## config.mk

```make
export PLATFORM = sky130hd
export DESIGN_NAME = adma_stager
export DESIGN_NICKNAME = d
export VERILOG_FILES = /design/src/rtl/adma_stage_pkg.sv /design/src/rtl/adma_half_sel.sv /design/src/rtl/adma_addr_gen.sv /design/src/rtl/adma_fill_ctl.sv /design/src/rtl/adma_stager.sv
export SDC_FILE = /design/constraint.sdc
export NUM_CORES = 1
export LEC_CHECK = 0
export BUFFER_PORTS_ARGS = -buffer_cell sky130_fd_sc_hd__buf_2
export CAP_MARGIN = 40
export CELL_PAD_IN_SITES_DETAIL_PLACEMENT = 1
export CELL_PAD_IN_SITES_GLOBAL_PLACEMENT = 1
export CORE_UTILIZATION = 35
export CTS_CLUSTER_SIZE = 30
export DETAILED_ROUTE_END_ITERATION = 8
export PLACE_DENSITY_LB_ADDON = 0.1
export REMOVE_ABC_BUFFERS = 1
export SLEW_MARGIN = 10
export SYNTH_ARGS = -nofsm -noshare
export SYNTH_HDL_FRONTEND = slang
export SYNTH_SLANG_ARGS = --single-unit
```

## constraint.sdc

```tcl
create_clock -name clk -period 2.6 [get_ports clk]
set_input_delay 0 -clock clk [delete_from_list [all_inputs] [get_ports clk]]
set_output_delay 0 -clock clk [all_outputs]
set_load 0.03 [all_outputs]
```

## src/rtl/adma_stage_pkg.sv

```systemverilog
package adma_stage_pkg;
  typedef enum logic [0:0] {
    ST_IDLE = 1'b0,
    ST_FILL = 1'b1
  } fill_state_e;
endpackage

```

## src/rtl/adma_half_sel.sv

```systemverilog
// Picks the half of the double buffer the mixer is not reading.
module adma_half_sel #(
  parameter int BLK_WORDS = 512,
  localparam int POS_W = $clog2(BLK_WORDS),
  localparam int HALF = BLK_WORDS / 2
) (
  input  logic [POS_W-1:0] rd_pos_i,
  output logic [POS_W-1:0] free_ofs_o
);
  logic [POS_W:0] rounded;

  always_comb begin
    rounded    = {1'b0, rd_pos_i} + (POS_W+1)'(HALF - 1);
    free_ofs_o = rounded[POS_W-1:0] & POS_W'(HALF);
  end
endmodule

```

## src/rtl/adma_addr_gen.sv

```systemverilog
// Word counter and RAM address generation for one block.
module adma_addr_gen #(
  parameter int BLK_WORDS = 512,
  parameter int ADDR_W = 20,
  parameter logic [ADDR_W-1:0] CORE_BASE = '0,
  localparam int POS_W = $clog2(BLK_WORDS),
  localparam int HALF = BLK_WORDS / 2
) (
  input  logic              clk,
  input  logic              rst_n,
  input  logic              load_i,
  input  logic [POS_W-1:0]  load_ofs_i,
  input  logic              load_unsplit_i,
  input  logic              step_i,
  output logic [ADDR_W-1:0] wr_addr_o,
  output logic              half_last_o,
  output logic              blk_last_o
);
  logic [POS_W-1:0] word_q, word_d;
  logic [POS_W-1:0] ofs_q, ofs_d;
  logic             unsplit_q, unsplit_d;

  always_comb begin
    word_d    = word_q;
    ofs_d     = ofs_q;
    unsplit_d = unsplit_q;
    if (load_i) begin
      word_d    = '0;
      ofs_d     = load_ofs_i;
      unsplit_d = load_unsplit_i;
    end else if (step_i) begin
      word_d = word_q + 1'b1;
    end
  end

  always_ff @(posedge clk or negedge rst_n) begin
    if (!rst_n) begin
      word_q    <= '0;
      ofs_q     <= '0;
      unsplit_q <= 1'b0;
    end else begin
      word_q    <= word_d;
      ofs_q     <= ofs_d;
      unsplit_q <= unsplit_d;
    end
  end

  always_comb begin
    if (unsplit_q) begin
      wr_addr_o = CORE_BASE + (ADDR_W'(ofs_q) << 1) + ADDR_W'(word_q);
    end else begin
      wr_addr_o = CORE_BASE + ADDR_W'(ofs_q) + ADDR_W'(word_q)
                + (word_q[POS_W-1] ? ADDR_W'(HALF) : '0);
    end
    half_last_o = (word_q[POS_W-2:0] == {(POS_W-1){1'b1}});
    blk_last_o  = (word_q == {POS_W{1'b1}});
  end
endmodule

```

## src/rtl/adma_fill_ctl.sv

```systemverilog
// Transfer start decode, staging state, counters and host address.
module adma_fill_ctl
  import adma_stage_pkg::*;
#(
  parameter int BLK_WORDS = 512,
  parameter int LEN_W = 20,
  parameter int ADDR_W = 20,
  parameter int HOST_W = 32,
  parameter logic [ADDR_W-1:0] CORE_BASE = '0,
  localparam int HALF = BLK_WORDS / 2
) (
  input  logic              clk,
  input  logic              rst_n,
  input  logic              start_i,
  input  logic [LEN_W-1:0]  len_i,
  input  logic              auto_en_i,
  input  logic              refill_i,
  input  logic              madr_ld_i,
  input  logic [HOST_W-1:0] madr_val_i,
  input  logic              beat_i,
  input  logic              half_last_i,
  input  logic              blk_last_i,
  output logic              load_o,
  output logic              filling_o,
  output logic [LEN_W-1:0]  remain_o,
  output logic [LEN_W-1:0]  comp_o,
  output logic [ADDR_W-1:0] start_addr_o,
  output logic [HOST_W-1:0] host_o,
  output logic              active_o,
  output logic              blk_req_o
);
  localparam logic [LEN_W-1:0] SIZE_MASK = ~LEN_W'(BLK_WORDS - 1);
  localparam logic [LEN_W-1:0] LEN_BLK   = LEN_W'(BLK_WORDS);
  localparam logic [LEN_W-1:0] LEN_HALF  = LEN_W'(HALF);

  fill_state_e       state_q, state_d;
  logic [LEN_W-1:0]  remain_q, remain_d;
  logic [LEN_W-1:0]  comp_q, comp_d;
  logic [ADDR_W-1:0] saddr_q, saddr_d;
  logic [HOST_W-1:0] host_q, host_d;
  logic              active_q, active_d;
  logic              req_q, req_d;
  logic [LEN_W-1:0]  size;
  logic              idle, start_ok, start_stage, refill_stage;

  always_comb begin
    size         = len_i & SIZE_MASK;
    idle         = (state_q == ST_IDLE);
    start_ok     = start_i && idle;
    start_stage  = start_ok && auto_en_i && (size != '0) && !active_q;
    refill_stage = !start_ok && idle && refill_i && active_q && (remain_q != '0);
    load_o       = start_stage || refill_stage;
  end

  always_comb begin
    state_d  = state_q;
    remain_d = remain_q;
    comp_d   = comp_q;
    saddr_d  = saddr_q;
    host_d   = host_q;
    active_d = active_q;
    req_d    = 1'b0;

    if (start_ok) begin
      if (!auto_en_i) begin
        saddr_d  = CORE_BASE;
        comp_d   = size;
        active_d = 1'b0;
      end else if (size != '0) begin
        remain_d = size;
        if (!active_q && (size == LEN_BLK)) begin
          comp_d = size;
        end
        active_d = 1'b1;
      end else begin
        remain_d = '0;
        comp_d   = LEN_W'(1);
      end
    end

    if (idle && madr_ld_i) begin
      host_d = madr_val_i;
    end

    if (beat_i && half_last_i) begin
      remain_d = remain_q - LEN_HALF;
      host_d   = host_q + HOST_W'(HALF);
    end

    if (load_o) begin
      state_d = ST_FILL;
    end else if (!idle && beat_i && blk_last_i) begin
      state_d = ST_IDLE;
      req_d   = ((remain_q - LEN_HALF) != '0);
    end
  end

  always_ff @(posedge clk or negedge rst_n) begin
    if (!rst_n) begin
      state_q  <= ST_IDLE;
      remain_q <= '0;
      comp_q   <= '0;
      saddr_q  <= '0;
      host_q   <= '0;
      active_q <= 1'b0;
      req_q    <= 1'b0;
    end else begin
      state_q  <= state_d;
      remain_q <= remain_d;
      comp_q   <= comp_d;
      saddr_q  <= saddr_d;
      host_q   <= host_d;
      active_q <= active_d;
      req_q    <= req_d;
    end
  end

  assign filling_o    = (state_q == ST_FILL);
  assign remain_o     = remain_q;
  assign comp_o       = comp_q;
  assign start_addr_o = saddr_q;
  assign host_o       = host_q;
  assign active_o     = active_q;
  assign blk_req_o    = req_q;
endmodule

```

## src/rtl/adma_stager.sv

```systemverilog
module adma_stager #(
  parameter int CORE_IDX = 0,
  parameter int NUM_CORES = 2,
  parameter int BLK_WORDS = 512,
  parameter int DATA_W = 16,
  parameter int ADDR_W = 20,
  parameter int LEN_W = 20,
  parameter int HOST_W = 32,
  parameter int AREA_BASE = 'h2000,
  parameter int AREA_STRIDE = 1024,
  localparam int POS_W = $clog2(BLK_WORDS)
) (
  input  logic              clk,
  input  logic              rst_n,
  input  logic [NUM_CORES-1:0] ctrl_bits,
  input  logic              unsplit,
  input  logic              xfer_start,
  input  logic [LEN_W-1:0]  xfer_len,
  input  logic              madr_ld,
  input  logic [HOST_W-1:0] madr_val,
  input  logic [POS_W-1:0]  mix_pos,
  input  logic              refill,
  input  logic              din_valid,
  input  logic [DATA_W-1:0] din_data,
  output logic              din_ready,
  output logic              ram_we,
  output logic [ADDR_W-1:0] ram_addr,
  output logic [DATA_W-1:0] ram_wdata,
  output logic [LEN_W-1:0]  remain,
  output logic [LEN_W-1:0]  comp_cnt,
  output logic [ADDR_W-1:0] start_addr,
  output logic [HOST_W-1:0] host_addr,
  output logic              stream_active,
  output logic              blk_req
);
  localparam logic [ADDR_W-1:0] CORE_BASE = ADDR_W'(AREA_BASE + CORE_IDX * AREA_STRIDE);

  logic             auto_en, load, filling, beat, half_last, blk_last;
  logic [POS_W-1:0] free_ofs;
  logic [ADDR_W-1:0] gen_addr;
  logic              we_q, we_d;
  logic [ADDR_W-1:0] addr_q, addr_d;
  logic [DATA_W-1:0] data_q, data_d;

  assign auto_en = ctrl_bits[CORE_IDX];
  assign beat    = din_valid && filling;

  adma_half_sel #(.BLK_WORDS(BLK_WORDS)) half_sel_i (
    .rd_pos_i  (mix_pos),
    .free_ofs_o(free_ofs)
  );

  adma_addr_gen #(
    .BLK_WORDS(BLK_WORDS), .ADDR_W(ADDR_W), .CORE_BASE(CORE_BASE)
  ) addr_gen_i (
    .clk           (clk),
    .rst_n         (rst_n),
    .load_i        (load),
    .load_ofs_i    (free_ofs),
    .load_unsplit_i(unsplit),
    .step_i        (beat),
    .wr_addr_o     (gen_addr),
    .half_last_o   (half_last),
    .blk_last_o    (blk_last)
  );

  adma_fill_ctl #(
    .BLK_WORDS(BLK_WORDS), .LEN_W(LEN_W), .ADDR_W(ADDR_W),
    .HOST_W(HOST_W), .CORE_BASE(CORE_BASE)
  ) ctl_i (
    .clk         (clk),
    .rst_n       (rst_n),
    .start_i     (xfer_start),
    .len_i       (xfer_len),
    .auto_en_i   (auto_en),
    .refill_i    (refill),
    .madr_ld_i   (madr_ld),
    .madr_val_i  (madr_val),
    .beat_i      (beat),
    .half_last_i (half_last),
    .blk_last_i  (blk_last),
    .load_o      (load),
    .filling_o   (filling),
    .remain_o    (remain),
    .comp_o      (comp_cnt),
    .start_addr_o(start_addr),
    .host_o      (host_addr),
    .active_o    (stream_active),
    .blk_req_o   (blk_req)
  );

  // registered RAM write port
  always_comb begin
    we_d   = beat;
    addr_d = addr_q;
    data_d = data_q;
    if (beat) begin
      addr_d = gen_addr;
      data_d = din_data;
    end
  end

  always_ff @(posedge clk or negedge rst_n) begin
    if (!rst_n) begin
      we_q   <= 1'b0;
      addr_q <= '0;
      data_q <= '0;
    end else begin
      we_q   <= we_d;
      addr_q <= addr_d;
      data_q <= data_d;
    end
  end

  assign din_ready = filling;
  assign ram_we    = we_q;
  assign ram_addr  = addr_q;
  assign ram_wdata = data_q;
endmodule

```

==> results of run 1 <==
==> registers in the layout (all words and copies together), names as in the netlist <==
| name | flops |
|---|---|
| ctl_i.remain_o | 12 |
| addr_gen_i.ofs_q | 1 |
| ctl_i.active_o | 1 |
| ram_addr | 11 |
| ctl_i.filling_o | 1 |
| ram_we | 1 |
| ctl_i.start_addr_o | 1 |
| ctl_i.comp_o | 12 |
| ctl_i.host_o | 32 |
| ctl_i.blk_req_o | 1 |
| addr_gen_i.word_q | 9 |
| ram_wdata | 16 |
| addr_gen_i.unsplit_q | 1 |
==> cell type report <==
| type | instances | area [um2] | share of cell area |
|---|---|---|---|
| Tap cell | 180 | 225 | 0.0327 |
| Clock buffer | 12 | 267 | 0.0387 |
| Timing Repair Buffer | 236 | 1510 | 0.219 |
| Inverter | 14 | 52.6 | 0.00762 |
| Multi-Input combinational cell | 430 | 2310 | 0.336 |
| Clock inverter | 4 | 47.5 | 0.00690 |
| Sequential cell | 99 | 2480 | 0.359 |
==> what timing repair did <==
action	in CTS	in global routing
endpoints found under the setup margin	0	0
hold endpoints to repair	115	0
hold buffers	58	0
==> worst max-delay path: stages, from the launching register on <==
cell and delay, ns:
dfrtp_1 0.46, inv_1 0.12, ha_1 0.28, or3b_1 0.48, or4_4 0.54, xor2_1 0.15
a31oi_1 0.09
==> cells by family (layout without fill, tap and decap cells) <==
kind of cell,after synthesis,in the layout
and+or+nand+nor,266,266
DFF,99,99
AOI/OAI and AO/OA,89,89
buffers and inverters,86,266
muxes,15,15
xor gates and xnor gates,10,10
adders and majority gates,6,6
other,1,44
==> how the worst max path moves through the flow <==
stage,depth (start not counted),startpoint,slack (ns),end
final,6,ctl_i.remain_o[8],0.36,ctl_i.blk_req_o
after global routing,5,ctl_i.remain_o[14],0.22,addr_gen_i.ofs_q[8]
after CTS,6,ctl_i.remain_o[8],0.35,ctl_i.blk_req_o
after detailed placement,6,ctl_i.remain_o[9],0.35,ctl_i.blk_req_o
after global placement,5,ctl_i.remain_o[15],0.40,addr_gen_i.ofs_q[8]
after floorplan,5,ctl_i.filling_o,0.28,ctl_i.remain_o[11]
==> routing by layer <==
metal | wire, um | global-route usage | vias up | part of all wire
met2 | 7600 | 0.370 | 154 | 0.49
met3 | 893 | 0.0429 | 16 | 0.058
met1 | 6750 | 0.263 | 2353 | 0.44
met5 | 0 | 0 | - | 0
met4 | 218 | 0.0685 | 0 | 0.014
li1 | - | - | 2314 | -
==> Yosys cell counts, types with 3 or more instances <==
cell      number  area (um2)
o311ai_0       3        26.3
clkbuf_1      18        67.6
a21oi_1       17        85.1
o22ai_1        3        18.8
and3_1         5        31.3
a221o_1        4        40.0
dfrtp_1       99        2480
mux2_2        11         124
o211ai_1       5        37.5
nand3_1       24         120
nor4_1         9        56.3
inv_1         14        52.6
buf_4         44         330
o21ai_0       23         115
xnor2_1        3        26.3
ha_1           6        75.1
buf_1          5        18.8
xor2_1         7        61.3
buf_2          4        20.0
and4_1         4        35.0
nand2b_1       3        18.8
nor2_1        45         169
nand2_1      144         541
nor3_1        11        55.1
or4_1          3        22.5
a31oi_1        6        37.5
nand4_1        4        25.0
a311oi_1       7        61.3
==> power by group <==
group | leakage, uW | internal (uW) | switching, uW
Combinational | 0.00204 | 1050 | 2230
Sequential | 0.00120 | 2150 | 651
Clock | 0.000155 | 822 | 590
Total | 0.00340 | 4020 | 3470
==> metrics by stage <==
| stage | hold slack (ns) | power (uW) |
|---|---|---|
| 3_5_place_dp | 0.107 | 6030 |
| 4_1_cts | 0.00983 | 7540 |
| 5_1_grt | 0.0308 | 7970 |
| 3_3_place_gp | 0.107 | 5920 |
| 2_1_floorplan | -0.296 | 4880 |
| 6_report | 0.0141 | 7490 |
==> impl_metrics.toml, run 1 <==
[drt]
antenna_left = 0
drt-initial-drc-count = 192
num_vias = 4837
wirelength_um = 15500
first_pass_iters = 4
drt_drc_violations_left = 0
vias_per_cell = 4.96
avgRoutedWirePerCell_um = 15.9

[yosys]
synthSimpleGateAreaFrac = 0.237
async_flop_share = 1.00
yosysSeqAreaShare = 0.484
synthXorXnorAreaFrac = 0.0171
ys_ff_latch = 99
yosysWarnings = 0
avgSynthCellArea_um2 = 8.96
synth.area.mux_share = 0.0325
syn_area_mm2 = 0.00512
synthCells = 572
synthAdderAreaFrac = 0.0147
synth_top_family_by_area = "simple AND/OR/NAND/NOR gates"
synth_flop_cell = "dfrtp_1"
synth-compound-area-share = 0.118
ys_types = 61
synth-edff-count = 0

[critical_path]
reg2reg_slack_ns = 0.36
reg2reg_from = "ctl_i.remain_o[8]"
arrival_ns = 2.46
r2r_cells = 6
end_kind = "register"
critical_path_class = "reg -> reg"
worst-endpoint-required_ns = 2.82
startpoint_type = "register"
path_max_fanout = 9
worstReg2RegEnd = "ctl_i.blk_req_o"

[layout]
n_antenna_cell = 0
syn_to_final_growth_pct = 34.6
fin_cells = 975
layout-drive-gt1-share = 0.268
design_area_mm2 = 0.00690
most-common-layout-cells = "buf_2 (162), nand2_1 (144), dfrtp_1 (99)"
final_util = 0.489
layout_commonest_cell = "buf_2"
fillers = 1715
nets = 882

[global_route]
antenna_found_initial = 0
grt_usage = 0.213
grt_pass1_wl_um = 24900
grt_pass1_vias = 5050
grt_overflow = 0
grt_max_degree = 52

[clock_tree]
clock_sinks = 99
cts_root_buffer = "clkbuf_16"
worstSkewPairLatency_ns = 0.35
post_cts_buffers = 0
clk_pin_slew_ns = 0.07
cts_tree = "done"
cts_resized = 0
htree_levels = 3
cts_inserted_buffers = 9
clockBufferDepth = 2

[sta]
grt_setup_unrepaired = "false"
hold_viol_final = 0
tightest_slew_ns = 0.865
fmax_mhz = 447
period_needed_ns = 2.24
skew_ns = 0.00582
drv_slew = 0
relSlewSlack = 0.423
final.setup.worst_slack_ns = 0.363
setup_viol = 0
fin_setup_tns_ns = 0
finalCritPeriodShare = 0.860

[place]
place_ws_ns = 0.351
port_buffers = 163
dp_cells = 901
place_congestion = 0.791
hpwl_um = 10500
postPlaceCellArea_mm2 = 0.00600

[die]
ios = 218
die_area_mm2 = 0.0151
core.rowCount = 43
die_w_um = 123
core_area_mm2 = 0.0141
die_h_um = 123
initial_core_util = 0.363

[min_path]
hold_path.class = "in -> reg"
hold_path_end = "ctl_i.host_o[27]"
hold_start = "madr_val[27]"
min_path_cells = 4

[run]
drv_cap = 0

[power]
static-leakage-power_uw = 0.00340
peakVddDrop_uv = 473
powerDensity_mw_per_mm2 = 1090

[outcome]
status = "complete, no violations"
No activity file was read; power rests on OpenSTA's default activity.
==> inputs of run 2 (changes only) <==
==> constraint.sdc (replaced) <==
create_clock -name clk -period 2.5 [get_ports clk]
set_input_delay 0 -clock clk [delete_from_list [all_inputs] [get_ports clk]]
set_output_delay 0 -clock clk [all_outputs]
set_load 0.03 [all_outputs]
==> run 2 against run 1 <==
Against the previous run:
- utilization shrank 0.062 points
- register-to-register slack got worse by 0.11 ns
- worst setup slack worse by 0.11 ns
- sequential cell count is the same
- routed wire length fell by 0.89%
- total power grew 3.3%
- first-iteration DRC count is 40% higher
- global-route usage grew 0.21 points
==> impl_metrics.toml, run 2 (same netlist as run 1, synthesis figures left out) <==
[sta]
tightest_slew_ns = 0.553
fin_setup_tns_ns = 0
finalCritPeriodShare = 0.899
fmax_mhz = 445
skew_ns = 0.00803
hold_viol_final = 0
period_needed_ns = 2.25
setup_viol = 0
relSlewSlack = 0.628
grt_setup_unrepaired = "false"
drv_slew = 0

[drt]
routed-wl-met3_um = 929
first_pass_iters = 4
top_layer = "met4"
dr_wl_met2_um = 7740
vias_per_cell = 4.95
drt_drc_violations_left = 0
drt-initial-drc-count = 268
num_vias = 4814
antenna_left = 0
wl_met1_um = 6520
avgRoutedWirePerCell_um = 15.8
wirelength_um = 15300

[critical_path]
slowest_stage = "or4_4"
reg2reg_slack_ns = 0.25
crit_family = "simple AND/OR/NAND/NOR gates"
startpoint_type = "register"
path_max_fanout = 9
worst-endpoint-required_ns = 2.72
critical_path_class = "reg -> reg"
arrival_ns = 2.47
end_kind = "register"
crit_buf_inv = 1
slowest_delay_ns = 0.54
path_cells = "inv_1, ha_1, or3b_1, or4_4, xor2_1, a31oi_1"

[layout]
nets = 880
multi_input_area_mm2 = 0.00231
syn_to_final_growth_pct = 34.4
seq_area_mm2 = 0.00248
design_area_mm2 = 0.00689
n_antenna_cell = 0
most-common-layout-cells = "buf_2 (162), nand2_1 (144), dfrtp_1 (99)"
layout_commonest_cell = "buf_2"
fillers = 1686
fin_cells = 973
layout-drive-gt1-share = 0.262
final_util = 0.489
largest_reg_flops = 32

[clock_tree]
clock_sinks = 99
htree_levels = 3
cts_tree = "done"
cts_inserted_buffers = 9
clockBufferDepth = 2
cts_root_buffer = "clkbuf_16"
worstSkewPairLatency_ns = 0.35
clk_pin_slew_ns = 0.07
post_cts_buffers = 0

[min_path]
hold_path.class = "in -> reg"

[run]
drv_cap = 0

[place]
port_buffers = 163
dp_cells = 898
hpwl_um = 10300
postPlaceCellArea_mm2 = 0.00600
place_congestion = 0.810

[die]
initial_core_util = 0.363
ios = 218
die_h_um = 123
core_area_mm2 = 0.0141
die_w_um = 123
die_area_mm2 = 0.0151
core.rowCount = 43

[global_route]
grt_usage = 0.215
antenna_found_initial = 0
grt_pass1_vias = 4979
grt_overflow = 0
grt_pass1_wl_um = 25100
grt_max_degree = 82

[outcome]
status = "complete, no violations"

[power]
peakVddDrop_uv = 566
powerDensity_mw_per_mm2 = 1120
power.total_uw = 7740
static-leakage-power_uw = 0.00338
[run 2: cell count changes in the layout (fill, tap and decap cells not counted), sizes merged]
cell,change
clkbuf,-1
dlygate4sd3,+1
clkinv,-1
inv,+2
buf,-3
[run 2: worst reg2reg max path: cells and delay by family, from the launching register on]
kind	cells	cell delay (ns)
AND/OR/NAND/NOR	2	1.02
flip-flops	1	0.48
adder cells (fa/ha/maj)	1	0.26
XOR/XNOR	1	0.15
buffers and inverters	1	0.13
AO/OA/AOI/OAI	1	0.09
[run 2: layout make-up]
| type | instances | share of cell area |
|---|---|---|
| clock inverters | 5 | 0.00872 |
| flip-flops and latches | 99 | 0.360 |
| inverters | 14 | 0.00763 |
| clock buffers | 11 | 0.0338 |
| multi-input cells | 430 | 0.336 |
| well taps | 180 | 0.0327 |
| repair buffers | 234 | 0.221 |
[run 2: final timing paths]
| check | depth (start not counted) | from | endpoint |
|---|---|---|---|
| max | 6 | ctl_i.remain_o[8] | ctl_i.blk_req_o |
| min | 4 | madr_val[27] | ctl_i.host_o[27] |
| max reg2reg | 6 | ctl_i.remain_o[8] | ctl_i.blk_req_o |
| min reg2reg | 2 | ram_addr[7] | ram_addr[7] |
| max in group asynchronous | 3 | rst_n | ctl_i.host_o[26] |
| min in group asynchronous | 2 | rst_n | ctl_i.host_o[30] |
[run 2: what timing repair did]
item / in CTS / in global routing
hold buffers: 59 / 0
resized for setup: 0 / 0
endpoints found under the setup margin: 0 / 0
hold endpoints to repair: 167 / 0
[run 2: per-stage QoR]
| stage | worst slack, ns | hold slack [ns] |
|---|---|---|
| after floorplan | 0.183 | -0.296 |
| after global placement | 0.345 | -0.0985 |
| after detailed placement | 0.282 | -0.0980 |
| after CTS | 0.246 | 0.00688 |
| after global routing | 0.133 | 0.0412 |
| final | 0.252 | 0.0129 |
[run 2: report_power, final]
part	switching [uW]	internal (uW)
clock	638	783
combinational	2320	1090
sequential	671	2230
[run 2: layer usage]
metal	up-vias	track usage
met5	-	0
met4	0	0.0505
met3	9	0.0563
met2	154	0.380
met1	2344	0.260
li1	2307	-
==> inputs of run 3 (changes only) <==
--- a/config.mk
+++ b/config.mk
@@ -12,7 +12,7 @@
 export CORE_UTILIZATION = 35
 export CTS_CLUSTER_SIZE = 30
 export DETAILED_ROUTE_END_ITERATION = 8
-export PLACE_DENSITY_LB_ADDON = 0.1
+export PLACE_DENSITY = 0.81
 export REMOVE_ABC_BUFFERS = 1
 export SLEW_MARGIN = 10
 export SYNTH_ARGS = -nofsm -noshare
==> constraint.sdc (replaced) <==
create_clock -name clk -period 2.4 [get_ports clk]
set_input_delay 0 -clock clk [delete_from_list [all_inputs] [get_ports clk]]
set_output_delay 0 -clock clk [all_outputs]
set_load 0.03 [all_outputs]
==> run 3 against run 2 <==
Against the previous run:
- register-to-register slack got worse by 0.09 ns
- critical endpoint is now addr_gen_i.unsplit_q
- maximum frequency rose by 0.63%
- final area up 1.3%
- critical path type unchanged
==> impl_metrics.toml, run 3 (same netlist as run 1, synthesis figures left out) <==
[outcome]
status = "complete, no violations"

[global_route]
antenna_found_initial = 0
grt_overflow = 0
grt_pass1_vias = 5132
grt_pass1_wl_um = 25300
grt_usage = 0.216
grt_max_degree = 54

[drt]
first_pass_iters = 4
avgRoutedWirePerCell_um = 16.2
dr_wl_met2_um = 8130
drt_drc_violations_left = 0
routed-wl-met3_um = 892
wl_met1_um = 6540
top_layer = "met4"
drt-initial-drc-count = 249
vias_per_cell = 5.03
wirelength_um = 15800
antenna_left = 0
num_vias = 4905

[clock_tree]
clockBufferDepth = 2
clock_sinks = 99
cts_tree = "done"
htree_levels = 3
clk_pin_slew_ns = 0.07
cts_root_buffer = "clkbuf_16"
worstSkewPairLatency_ns = 0.34
post_cts_buffers = 0
cts_inserted_buffers = 9

[power]
peakVddDrop_uv = 671
powerDensity_mw_per_mm2 = 1190
static-leakage-power_uw = 0.00342

[die]
initial_core_util = 0.363
core.rowCount = 43
core_area_mm2 = 0.0141
die_h_um = 123
ios = 218
die_w_um = 123
die_area_mm2 = 0.0151

[critical_path]
worst-endpoint-required_ns = 2.63
crit_buf_inv = 0
end_kind = "register"
path_max_fanout = 12
path_cells = "or4_1, nor4_4, and4b_1, o32ai_2, mux2_1"
crit_family = "simple AND/OR/NAND/NOR gates"
startpoint_type = "register"
slowest_stage = "or4_1"
critical_path_class = "reg -> reg"
slowest_delay_ns = 0.57
arrival_ns = 2.46

[layout]
syn_to_final_growth_pct = 36.1
design_area_mm2 = 0.00697
largest_reg_flops = 32
layout-drive-gt1-share = 0.269
nets = 884
layout_commonest_cell = "buf_2"
n_antenna_cell = 0
fillers = 1661
most-common-layout-cells = "buf_2 (162), nand2_1 (143), dfrtp_1 (99)"

[sta]
tightest_slew_ns = 0.873
finalCritPeriodShare = 0.931
final.setup.worst_slack_ns = 0.167
fmax_mhz = 448
setup_viol = 0
hold_viol_final = 0
grt_setup_unrepaired = "false"
whs_ns = 0.0446
relSlewSlack = 0.418
drv_slew = 0
period_needed_ns = 2.23
skew_ns = 0.00864
fin_setup_tns_ns = 0

[place]
postPlaceCellArea_mm2 = 0.00603
port_buffers = 163
place_ws_ns = 0.0412
hpwl_um = 10600
place_congestion = 0.791

[run]
drv_cap = 0

[min_path]
hold_path.class = "in -> reg"
-- run 3: layer usage --
metal,track usage,vias to the layer above
li1,-,2316
met1,0.259,2399
met2,0.384,173
met3,0.0387,17
met4,0.0813,0
met5,0,-
-- run 3: metrics by stage --
stage               instances  power, uW   util
finish                    976       8310  0.495
global route              976       8800  0.495
CTS                       976       8340  0.494
detailed placement        902       6570  0.428
global placement          902       6390  0.428
floorplan                 543       5290      -
-- run 3: what timing repair did --
action                                 4_1_cts  5_1_grt
hold buffers                                59        0
setup endpoints to repair                    0        8
resized for setup                            0        2
endpoints found under the hold margin      115        0
-- run 3: layout make-up --
cell class	count	area, um2	area share
inverters	14	52.6	0.00754
well taps	180	225	0.0323
repair buffers	238	1550	0.223
flip-flops and latches	99	2480	0.355
multi-input cells	430	2320	0.333
clock buffers	11	243	0.0348
clock inverters	4	98.8	0.0142
-- run 3: worst paths after layout --
| path | slack [ns] | end | start | depth (start not counted) |
|---|---|---|---|---|
| worst min-delay path | 0.04 | ctl_i.host_o[31] | madr_val[31] | 4 |
| min in group asynchronous | 0.21 | ctl_i.host_o[31] | rst_n | 2 |
| worst max register to register | 0.17 | addr_gen_i.unsplit_q | ctl_i.remain_o[13] | 5 |
| worst min register to register | 0.47 | ram_wdata[4] | ram_wdata[4] | 2 |
| worst max-delay path | 0.17 | addr_gen_i.unsplit_q | ctl_i.remain_o[13] | 5 |
| max in group asynchronous | 1.43 | ctl_i.host_o[25] | rst_n | 3 |
-- run 3: worst reg2reg max path, stage by stage, from the launching register on --
cell and delay (ns):
dfrtp_1 0.46, or4_1 0.57, nor4_4 0.24, and4b_1 0.26, o32ai_2 0.21, mux2_1 0.38
-- run 3: where the power goes --
part | total (uW) | switching (uW) | internal [uW]
Sequential | 3040 | 715 | 2330
Combinational | 3600 | 2450 | 1160
Clock | 1670 | 624 | 1040
Total | 8310 | 3780 | 4530
